--- config.mk ---
export PLATFORM = sky130hd
export DESIGN_NAME = spi_reg_if
export DESIGN_NICKNAME = d
export VERILOG_FILES = /design/src/rtl/spi_reg_if_pkg.sv /design/src/rtl/spi_in_sync.sv /design/src/rtl/spi_edge_detect.sv /design/src/rtl/spi_frame_shifter.sv /design/src/rtl/spi_frame_decode.sv /design/src/rtl/spi_sdo_drive.sv /design/src/rtl/spi_reg_if.sv
export SDC_FILE = /design/constraint.sdc
export NUM_CORES = 1
export LEC_CHECK = 0
export CAP_MARGIN = 10
export CORE_MARGIN = 2
export CORE_UTILIZATION = 45
export CTS_BUF_LIST = sky130_fd_sc_hd__clkbuf_8
export CTS_CLUSTER_DIAMETER = 120
export DETAILED_ROUTE_END_ITERATION = 16
export PLACE_DENSITY_LB_ADDON = 0.15
export SLEW_MARGIN = 20
export SYNTH_ARGS = -nofsm -noshare
export SYNTH_HDL_FRONTEND = slang
export SYNTH_SLANG_ARGS = --single-unit
export TNS_END_PERCENT = 30
--- constraint.sdc ---
create_clock -name clk_i -period 2.5 [get_ports clk_i]
set_input_delay 0.5 -clock clk_i [delete_from_list [all_inputs] [get_ports clk_i]]
set_output_delay 0.5 -clock clk_i [all_outputs]
set_load 0.01 [all_outputs]
--- src/rtl/spi_reg_if_pkg.sv ---
package spi_reg_if_pkg;
  localparam int unsigned DEF_ADDR_W    = 4;
  localparam int unsigned DEF_DATA_W    = 16;
  localparam int unsigned DEF_RSV_W     = 3;
  localparam int unsigned DEF_REG_COUNT = 9;
  localparam int unsigned DEF_SYNC      = 2;

  typedef struct packed {
    logic cs_fall;
    logic cs_rise;
    logic sclk_fall;
    logic cs_high;
  } spi_evt_t;
endpackage

--- src/rtl/spi_in_sync.sv ---
module spi_in_sync #(
  parameter int unsigned STAGES = 2,
  parameter int unsigned W      = 3,
  parameter logic [W-1:0] RST_VAL = '0
) (
  input  logic         clk_i,
  input  logic         rst_ni,
  input  logic [W-1:0] d_i,
  output logic [W-1:0] q_o
);
  logic [W-1:0] stage_q [STAGES];

  for (genvar k = 0; k < STAGES; k++) begin : g_stage
    if (k == 0) begin : g_first
      always_ff @(posedge clk_i or negedge rst_ni) begin
        if (!rst_ni) stage_q[0] <= RST_VAL;
        else         stage_q[0] <= d_i;
      end
    end else begin : g_next
      always_ff @(posedge clk_i or negedge rst_ni) begin
        if (!rst_ni) stage_q[k] <= RST_VAL;
        else         stage_q[k] <= stage_q[k-1];
      end
    end
  end

  assign q_o = stage_q[STAGES-1];
endmodule

--- src/rtl/spi_edge_detect.sv ---
module spi_edge_detect
  import spi_reg_if_pkg::*;
(
  input  logic     clk_i,
  input  logic     rst_ni,
  input  logic     sclk_s_i,
  input  logic     cs_n_s_i,
  output spi_evt_t evt_o
);
  logic sclk_q, cs_q;

  always_ff @(posedge clk_i or negedge rst_ni) begin
    if (!rst_ni) begin
      sclk_q <= 1'b0;
      cs_q   <= 1'b1;
    end else begin
      sclk_q <= sclk_s_i;
      cs_q   <= cs_n_s_i;
    end
  end

  always_comb begin
    evt_o.cs_high   = cs_n_s_i;
    evt_o.cs_fall   = cs_q & ~cs_n_s_i;
    evt_o.cs_rise   = ~cs_q & cs_n_s_i;
    // falling SCLK only counts inside an open frame
    evt_o.sclk_fall = sclk_q & ~sclk_s_i & ~cs_n_s_i & ~cs_q;
  end

  a_r4_no_shift_idle: assert property (@(posedge clk_i) disable iff (!rst_ni)
    cs_n_s_i |-> !evt_o.sclk_fall);
endmodule

--- src/rtl/spi_frame_shifter.sv ---
module spi_frame_shifter #(
  parameter int unsigned FRAME_W = 24
) (
  input  logic               clk_i,
  input  logic               rst_ni,
  input  logic               start_i,
  input  logic               shift_i,
  input  logic               cs_high_i,
  input  logic               bit_i,
  input  logic [FRAME_W-1:0] preload_i,
  output logic [FRAME_W-1:0] sr_o,
  output logic               full_o
);
  localparam int unsigned CNT_W = $clog2(FRAME_W + 1);
  localparam logic [CNT_W-1:0] CNT_MAX = CNT_W'(FRAME_W);

  logic [FRAME_W-1:0] sr_q;
  logic [CNT_W-1:0]   cnt_q;

  always_ff @(posedge clk_i or negedge rst_ni) begin
    if (!rst_ni) begin
      sr_q  <= '0;
      cnt_q <= '0;
    end else if (start_i) begin
      sr_q  <= preload_i;
      cnt_q <= '0;
    end else if (shift_i) begin
      sr_q  <= {sr_q[FRAME_W-2:0], bit_i};
      if (cnt_q != CNT_MAX) cnt_q <= cnt_q + 1'b1;
    end
  end

  assign sr_o   = sr_q;
  assign full_o = (cnt_q == CNT_MAX);

  a_r4_hold_idle: assert property (@(posedge clk_i) disable iff (!rst_ni)
    cs_high_i |=> $stable(sr_q));
  a_r3_count_saturates: assert property (@(posedge clk_i) disable iff (!rst_ni)
    (full_o && shift_i && !start_i) |=> full_o);
  a_r3_count_bound: assert property (@(posedge clk_i) disable iff (!rst_ni)
    cnt_q <= CNT_MAX);
endmodule

--- src/rtl/spi_frame_decode.sv ---
module spi_frame_decode #(
  parameter int unsigned ADDR_W    = 4,
  parameter int unsigned DATA_W    = 16,
  parameter int unsigned RSV_W     = 3,
  parameter int unsigned REG_COUNT = 9
) (
  input  logic                             clk_i,
  input  logic                             rst_ni,
  input  logic                             commit_i,
  input  logic                             start_i,
  input  logic [1+RSV_W+ADDR_W+DATA_W-1:0] frame_i,
  output logic                             wr_en_o,
  output logic [ADDR_W-1:0]                wr_addr_o,
  output logic [DATA_W-1:0]                wr_data_o,
  output logic                             rd_pend_o,
  output logic [ADDR_W-1:0]                rd_addr_o
);
  localparam int unsigned FRAME_W  = 1 + RSV_W + ADDR_W + DATA_W;
  localparam int unsigned RW_POS   = FRAME_W - 1;
  localparam int unsigned ADDR_LSB = DATA_W;
  localparam logic [ADDR_W:0] REG_LIMIT = (ADDR_W+1)'(REG_COUNT);

  logic              is_read;
  logic              mapped;
  logic [ADDR_W-1:0] f_addr;
  logic [DATA_W-1:0] f_data;

  assign is_read = frame_i[RW_POS];
  assign f_addr  = frame_i[ADDR_LSB +: ADDR_W];
  assign f_data  = frame_i[DATA_W-1:0];
  assign mapped  = ({1'b0, f_addr} < REG_LIMIT);

  always_ff @(posedge clk_i or negedge rst_ni) begin
    if (!rst_ni) begin
      wr_en_o   <= 1'b0;
      wr_addr_o <= '0;
      wr_data_o <= '0;
    end else begin
      wr_en_o <= commit_i & ~is_read & mapped;
      if (commit_i & ~is_read & mapped) begin
        wr_addr_o <= f_addr;
        wr_data_o <= f_data;
      end
    end
  end

  always_ff @(posedge clk_i or negedge rst_ni) begin
    if (!rst_ni) begin
      rd_pend_o <= 1'b0;
      rd_addr_o <= '0;
    end else if (commit_i && is_read) begin
      rd_pend_o <= 1'b1;
      rd_addr_o <= f_addr;
    end else if (start_i) begin
      rd_pend_o <= 1'b0;
    end
  end

  a_r1_single_pulse: assert property (@(posedge clk_i) disable iff (!rst_ni)
    wr_en_o |=> !wr_en_o);
  a_r9_mapped_only: assert property (@(posedge clk_i) disable iff (!rst_ni)
    wr_en_o |-> ({1'b0, wr_addr_o} < REG_LIMIT));
  a_r7_read_no_write: assert property (@(posedge clk_i) disable iff (!rst_ni)
    $rose(rd_pend_o) |-> !wr_en_o);
endmodule

--- src/rtl/spi_sdo_drive.sv ---
module spi_sdo_drive (
  input  logic clk_i,
  input  logic rst_ni,
  input  logic cs_high_i,
  input  logic dsdo_i,
  input  logic msb_i,
  output logic sdo_o,
  output logic sdo_oe_o
);
  logic drive;

  assign drive    = ~cs_high_i & ~dsdo_i;
  assign sdo_oe_o = drive;
  assign sdo_o    = msb_i & drive;

  a_r6_drive_off: assert property (@(posedge clk_i) disable iff (!rst_ni)
    dsdo_i |-> (!sdo_oe_o && !sdo_o));
  a_r4_idle_hiz: assert property (@(posedge clk_i) disable iff (!rst_ni)
    cs_high_i |-> !sdo_oe_o);
endmodule

--- src/rtl/spi_reg_if.sv ---
module spi_reg_if
  import spi_reg_if_pkg::*;
#(
  parameter int unsigned ADDR_W      = DEF_ADDR_W,
  parameter int unsigned DATA_W      = DEF_DATA_W,
  parameter int unsigned RSV_W       = DEF_RSV_W,
  parameter int unsigned REG_COUNT   = DEF_REG_COUNT,
  parameter int unsigned SYNC_STAGES = DEF_SYNC
) (
  input  logic              clk_i,
  input  logic              rst_ni,
  input  logic              sclk_i,
  input  logic              cs_ni,
  input  logic              sdi_i,
  output logic              sdo_o,
  output logic              sdo_oe_o,
  input  logic              dsdo_i,
  output logic              wr_en_o,
  output logic [ADDR_W-1:0] wr_addr_o,
  output logic [DATA_W-1:0] wr_data_o,
  output logic [ADDR_W-1:0] rd_addr_o,
  input  logic [DATA_W-1:0] rd_data_i
);
  localparam int unsigned FRAME_W = 1 + RSV_W + ADDR_W + DATA_W;

  logic [2:0]         pins_s;
  spi_evt_t           evt;
  logic [FRAME_W-1:0] sr;
  logic [FRAME_W-1:0] preload;
  logic               full;
  logic               commit;
  logic               rd_pend;

  spi_in_sync #(
    .STAGES (SYNC_STAGES),
    .W      (3),
    .RST_VAL(3'b010)
  ) u_sync (
    .clk_i (clk_i),
    .rst_ni(rst_ni),
    .d_i   ({sclk_i, cs_ni, sdi_i}),
    .q_o   (pins_s)
  );

  spi_edge_detect u_edge (
    .clk_i   (clk_i),
    .rst_ni  (rst_ni),
    .sclk_s_i(pins_s[2]),
    .cs_n_s_i(pins_s[1]),
    .evt_o   (evt)
  );

  // readback word uses the write layout with the read flag set
  assign preload = rd_pend ? {1'b1, {RSV_W{1'b0}}, rd_addr_o, rd_data_i} : '0;

  spi_frame_shifter #(.FRAME_W(FRAME_W)) u_shift (
    .clk_i    (clk_i),
    .rst_ni   (rst_ni),
    .start_i  (evt.cs_fall),
    .shift_i  (evt.sclk_fall),
    .cs_high_i(evt.cs_high),
    .bit_i    (pins_s[0]),
    .preload_i(preload),
    .sr_o     (sr),
    .full_o   (full)
  );

  assign commit = evt.cs_rise & full;

  spi_frame_decode #(
    .ADDR_W   (ADDR_W),
    .DATA_W   (DATA_W),
    .RSV_W    (RSV_W),
    .REG_COUNT(REG_COUNT)
  ) u_dec (
    .clk_i    (clk_i),
    .rst_ni   (rst_ni),
    .commit_i (commit),
    .start_i  (evt.cs_fall),
    .frame_i  (sr),
    .wr_en_o  (wr_en_o),
    .wr_addr_o(wr_addr_o),
    .wr_data_o(wr_data_o),
    .rd_pend_o(rd_pend),
    .rd_addr_o(rd_addr_o)
  );

  spi_sdo_drive u_sdo (
    .clk_i    (clk_i),
    .rst_ni   (rst_ni),
    .cs_high_i(evt.cs_high),
    .dsdo_i   (dsdo_i),
    .msb_i    (sr[FRAME_W-1]),
    .sdo_o    (sdo_o),
    .sdo_oe_o (sdo_oe_o)
  );

  a_r2_commit_needs_full: assert property (@(posedge clk_i) disable iff (!rst_ni)
    wr_en_o |-> $past(full));
  a_r2_pend_needs_full: assert property (@(posedge clk_i) disable iff (!rst_ni)
    $rose(rd_pend) |-> $past(full));
endmodule

* After elaboration in Yosys (flattened, before gate mapping) *
Cells that the tools add are included.

word-level totals
  register bits after elaboration = 63
  input bits = 22
  output and inout bits = 27
  logic and storage cells = 43

cells by class
  add/sub/neg operators = 1
  $lt $le $gt $ge = 1
  equal/unequal tests = 2
  muxes and demuxes = 8
  bitwise operators = 15
  reductions and logical operators = 5

operators by type and width
  kind                 count
  $mux 24              3
  $mux 5               3
  $and 1x1->1          10
  $reduce_bool 2->1    3
  $add 5x1->5 const B  1
  $eq 5x5->1 const B   1
  $ne 5x5->1 const B   1
  $not 1->1            5
  $lt 4x4->1 const B   1
  $mux 1               2
  $reduce_and 2->1     1
  $logic_and 1x1->1    1

* Longest topological paths before layout *
  depth in word-level cells = 6
  gate-level depth with buffers = 6

* Modules after synthesis *
Synthesis repeated with hierarchy kept, for this count alone.

second synthesis, totals
  cell total of the unflattened synthesis = 237
  area total of the unflattened synthesis = 2875.3 um2

modules (own cells, without submodules)
  module             times used  cells an instance  area an instance (um2)  sequential area each (um2)
  spi_frame_shifter  1           133                1380.1                  725.7
  spi_frame_decode   1           63                 1052.3                  650.6
  spi_in_sync        1           9                  175.2                   152.6
  spi_reg_if         1           24                 163.9                   0.0
  spi_edge_detect    1           6                  87.6                    51.3
  spi_sdo_drive      1           2                  16.3                    0.0

* Worst setup path before layout *
No wires, ideal clock.

  path type = reg2reg
  start = register u_shift.cnt_q[0]
  end = register u_dec.rd_addr_o[0]
  arrival time = 1.563 ns
  slack = 0.812 ns
  cell stages (with the launch flop) = 7
  buffers on the path = 1
  cells stage by stage = dfrtp_1 > inv_1 > ha_1 > and4b_1 > and4_1 > clkbuf_1 > mux2_2

between the ends
  longest elaborated chain between the ends = 3

ends and longest elaborated chain
  item                    line                     text
  from (decl)             spi_frame_shifter.sv:18  logic [CNT_W-1:0] cnt_q;
  from (signal assigned)  spi_frame_shifter.sv:29  if (cnt_q != CNT_MAX) cnt_q <= cnt_q + 1'b1;
  $eq 5x5->1              spi_frame_shifter.sv:34  assign full_o = (cnt_q == CNT_MAX);
  $and 1x1->1             spi_reg_if.sv:68         assign commit = evt.cs_rise & full;
  $logic_and 1x1->1       spi_frame_decode.sv:51   end else if (commit_i && is_read) begin
  to (signal assigned)    spi_frame_decode.sv:53   rd_addr_o <= f_addr;
  to (decl)               spi_frame_decode.sv:16   output logic [ADDR_W-1:0] rd_addr_o

Every way passes these cells.
A chain may end at the register's enable or synchronous reset.

* Final worst setup path *
  start = input port dsdo_i
  end = output port sdo_o

between the ends
  longest elaborated chain between the ends = 3

ends and longest elaborated chain
  item         line                 text
  from (decl)  spi_reg_if.sv:17     input logic dsdo_i,
  $not 1->1    spi_sdo_drive.sv:12  assign drive = ~cs_high_i & ~dsdo_i;
  $and 1x1->1  spi_sdo_drive.sv:12
  $and 1x1->1  spi_sdo_drive.sv:14  assign sdo_o = msb_i & drive;
  to (decl)    spi_reg_if.sv:15     output logic sdo_o,

Every way passes these cells.

==> flow_summary.yaml <==
run_status:
  status: "finished clean"
setup_path:
  critical_path.n_buffers_inverters: 2
  cp_capture_type: "primary output"
  crit_type: "input pin to primary output"
  timing.critical_path.slowest_stage_cell: "sky130_fd_sc_hd__clkdlybuf4s50_1"
  path_delay_family: "buffers and inverters"
  slowest_delay_ns: 0.52
  worst-endpoint-arrival_ns: 1.66
  r2r_slack_ns: 0.69
  worst-endpoint-required_ns: 2.00
  worst-path-max-fanout: 2
  critical_path.most_common_cell: "sky130_fd_sc_hd__clkdlybuf4s50_1"
  worstSetupStartpointType: "input pin"
  critical_path.cell_chain: "clkdlybuf4s50_1, nor2_1, and2_1, clkdlybuf4s50_1"
clocking:
  clkSinkCount: 63
  ctsLongestPathBuffers: 2
  clock_latency_ns: 0.33
  post_cts.resized_instances: 0
  post-cts-setup-buffers: 0
  tritoncts_clock_tree: "yes"
  cts_made_buffers: 9
  ctsHoldBuffers: 0
  clock_tree.root_cell: "sky130_fd_sc_hd__clkbuf_8"
  worst_setup_hold_path_clk_slew_ns: 0.07
  cts_htree_levels: 3
drt:
  via_count: 1794
  wl_per_cell_um: 15.28
  vias_per_cell: 5.068
  wl_um: 5408
  drc_errors: 0
  first_iter_violations: 91
  firstDrtPassIters: 4
  final_antenna_net_count: 0
timing:
  relSlewSlack: 0.5677
  final_critical_path_setup_slack_ns: 0.3393
  report.final.setup_viol: 0
  clock_skew_ns: 0.006114
  hold_viol: 0
  period_minus_slack_ns: 2.161
  final_sum_of_negative_setup_slack_ns: 0
  tightestPinTransition_ns: 0.6484
  setup_repair_after_global_routing_missed_its_margin: "no"
  post-route-period-util: 0.8643
  hold-worst-slack_ns: 0.1859
  fmax_achieved_ghz: 0.4628
  finalMaxSlewViolations: 0
synthesis:
  portion_of_the_post_synthesis_area_used_by_sequential_elements: 0.5712
  synth_cell_type_count: 31
  synthXorXnorAreaFrac: 0
  synth_top_family_by_area: "multiplexers"
  postSynthRegisterBits: 63
  synth.yosys.warnings: 0
  syn_nets: 244
  async_reset_ff_frac: 1.000
  synth_adder_area_share: 0.009046
  ys.flop_type: "sky130_fd_sc_hd__dfrtp_1"
  synth-edff-count: 0
  postSynthAreaPerCell_sq_um: 12.57
  mux_share_of_post_synthesis_cell_area: 0.2189
  compound_gate_fraction_of_synth_area: 0.05246
  synth_simple_gate_area_frac: 0.1004
  post_synth_inst_count: 220
  synth_area_sq_um: 2766
final_layout:
  n_fill_cell: 490
  multi_input_comb_area_sq_um: 1057
  n_antenna_cell: 0
  syn_to_final_growth_pct: 28.00
  final_design_utilization: 0.5981
  layout-drive-gt1-share: 0.2294
  mostFrequentLayoutCell: "sky130_fd_sc_hd__dfrtp_1"
  fin_nets: 298
  most-common-layout-cells: "sky130_fd_sc_hd__dfrtp_1 (60), sky130_fd_sc_hd__clkdlybuf4s50_1 (47), sky130_fd_sc_hd__mux2_2 (36)"
  seqCellArea_sq_um: 1580
floorplan:
  core_region_area_sq_um: 5921
  fp.dieArea_sq_um: 6791
  core.rowCount: 28
  num_io_pins: 49
  die_h_um: 82.41
  die-width_um: 82.41
  floorplan.initialDensity: 0.4672
placement:
  post-dp-hpwl_um: 3616
  setup_slack_placement_ns: 0.3233
  place_congestion: 0.7359
  io_buffer_count: 48
global_route:
  grt_first_pass_wirelength_um: 9142
  grt_start_max_net_pins: 37
  grt_antenna_before_repair: 0
  via_count_of_the_first_global_routing_pass: 1947
  grt_overflow_total: 0
  globalRouteTotalUtil: 0.1843
pwr:
  leakagePower_nw: 1.662
  peakVddDrop_mv: 0.3777
  total_power_w: 0.002219
  power_per_cell_area_nw_per_um2: 626.6
job:
  cap_violations: 0
hold_path:
  timing.hold.worst.class: "input pin to asynchronous set/reset pin"
[cells in the mapped netlist (all sizes together) (3+ instances only)]
master / instances / share of area
buf: 9 / 0.018
nand3: 3 / 0.0054
nor2: 3 / 0.0041
dfstp: 3 / 0.028
a21oi: 16 / 0.029
inv: 17 / 0.023
dfrtp: 60 / 0.54
mux2i: 20 / 0.072
and4b: 11 / 0.040
clkbuf: 5 / 0.0072
o21ai: 5 / 0.0090
nand2: 12 / 0.016
mux2: 36 / 0.15
[cells by family (layout without fill, tap and decap cells)]
group,count (synthesis),in the layout
AO/OA/AOI/OAI,26,26
multiplexers,56,56
buffers and inverters,31,90
AND/OR/NAND/NOR,42,42
adder cells (fa/ha/maj),2,2
flip-flops,63,63
[power breakdown]
| group | switching [W] | internal (W) | leakage (nW) |
|---|---|---|---|
| sequential | 0.0000573 | 0.00110 | 0.847 |
| combinational | 0.000101 | 0.000115 | 0.707 |
| clock | 0.000372 | 0.000475 | 0.108 |
[registers in the layout, indices dropped and copies added (netlist names)]
name,cells
u_shift.sr_o,24
u_dec.wr_data_o,16
u_shift.cnt_q,5
u_dec.rd_addr_o,4
u_dec.wr_addr_o,4
u_sync.q_o,3
u_sync.stage_q,3
u_dec.rd_pend_o,1
u_dec.wr_en_o,1
u_edge.cs_q,1
u_edge.sclk_q,1
[worst register-to-register path, cell delays in order, from the launching register on]
cell                      delay, ns
sky130_fd_sc_hd__dfrtp_1       0.41
sky130_fd_sc_hd__inv_1         0.08
sky130_fd_sc_hd__ha_1          0.15
sky130_fd_sc_hd__and4b_1       0.31
sky130_fd_sc_hd__and4_1        0.36
sky130_fd_sc_hd__mux2_2        0.37
[per-stage QoR]
stage | std cells | cell area (sq um)
floorplan | 220 | 2766
global placement | 338 | 3351
detailed placement | 338 | 3351
CTS | 354 | 3541
global route | 354 | 3541
finish | 354 | 3541
[per-layer routing]
metal  global-route usage  vias up  wire, um
met5                    0        -         0
met2               0.2919       42      2531
met3              0.04565        9       235
met1               0.2361      863      2532
li1                     -      880         -
met4              0.09000        0       108
[final timing paths]
check                             startpoint                 end  depth (start not counted)
max reg2reg                 u_shift.cnt_q[0]  u_dec.rd_addr_o[3]                          5
min reg2reg                u_sync.stage_q[3]       u_sync.q_o[0]                          0
min in group clk_i         u_sync.stage_q[3]       u_sync.q_o[0]                          0
min                                   rst_ni  u_dec.wr_data_o[1]                          1
max                                   dsdo_i               sdo_o                          4
max in group asynchronous             rst_ni    u_shift.sr_o[18]                          2
[final cells by class]
| type | instances | share of cell area |
|---|---|---|
| clock buffers | 10 | 0.03887 |
| repair buffers | 57 | 0.1569 |
| inverters | 17 | 0.01802 |
| well taps | 75 | 0.02650 |
| multi-input cells | 126 | 0.2986 |
| clock inverters | 6 | 0.01484 |
| flip-flops and latches | 63 | 0.4463 |
(Power assumes the default switching activity.)
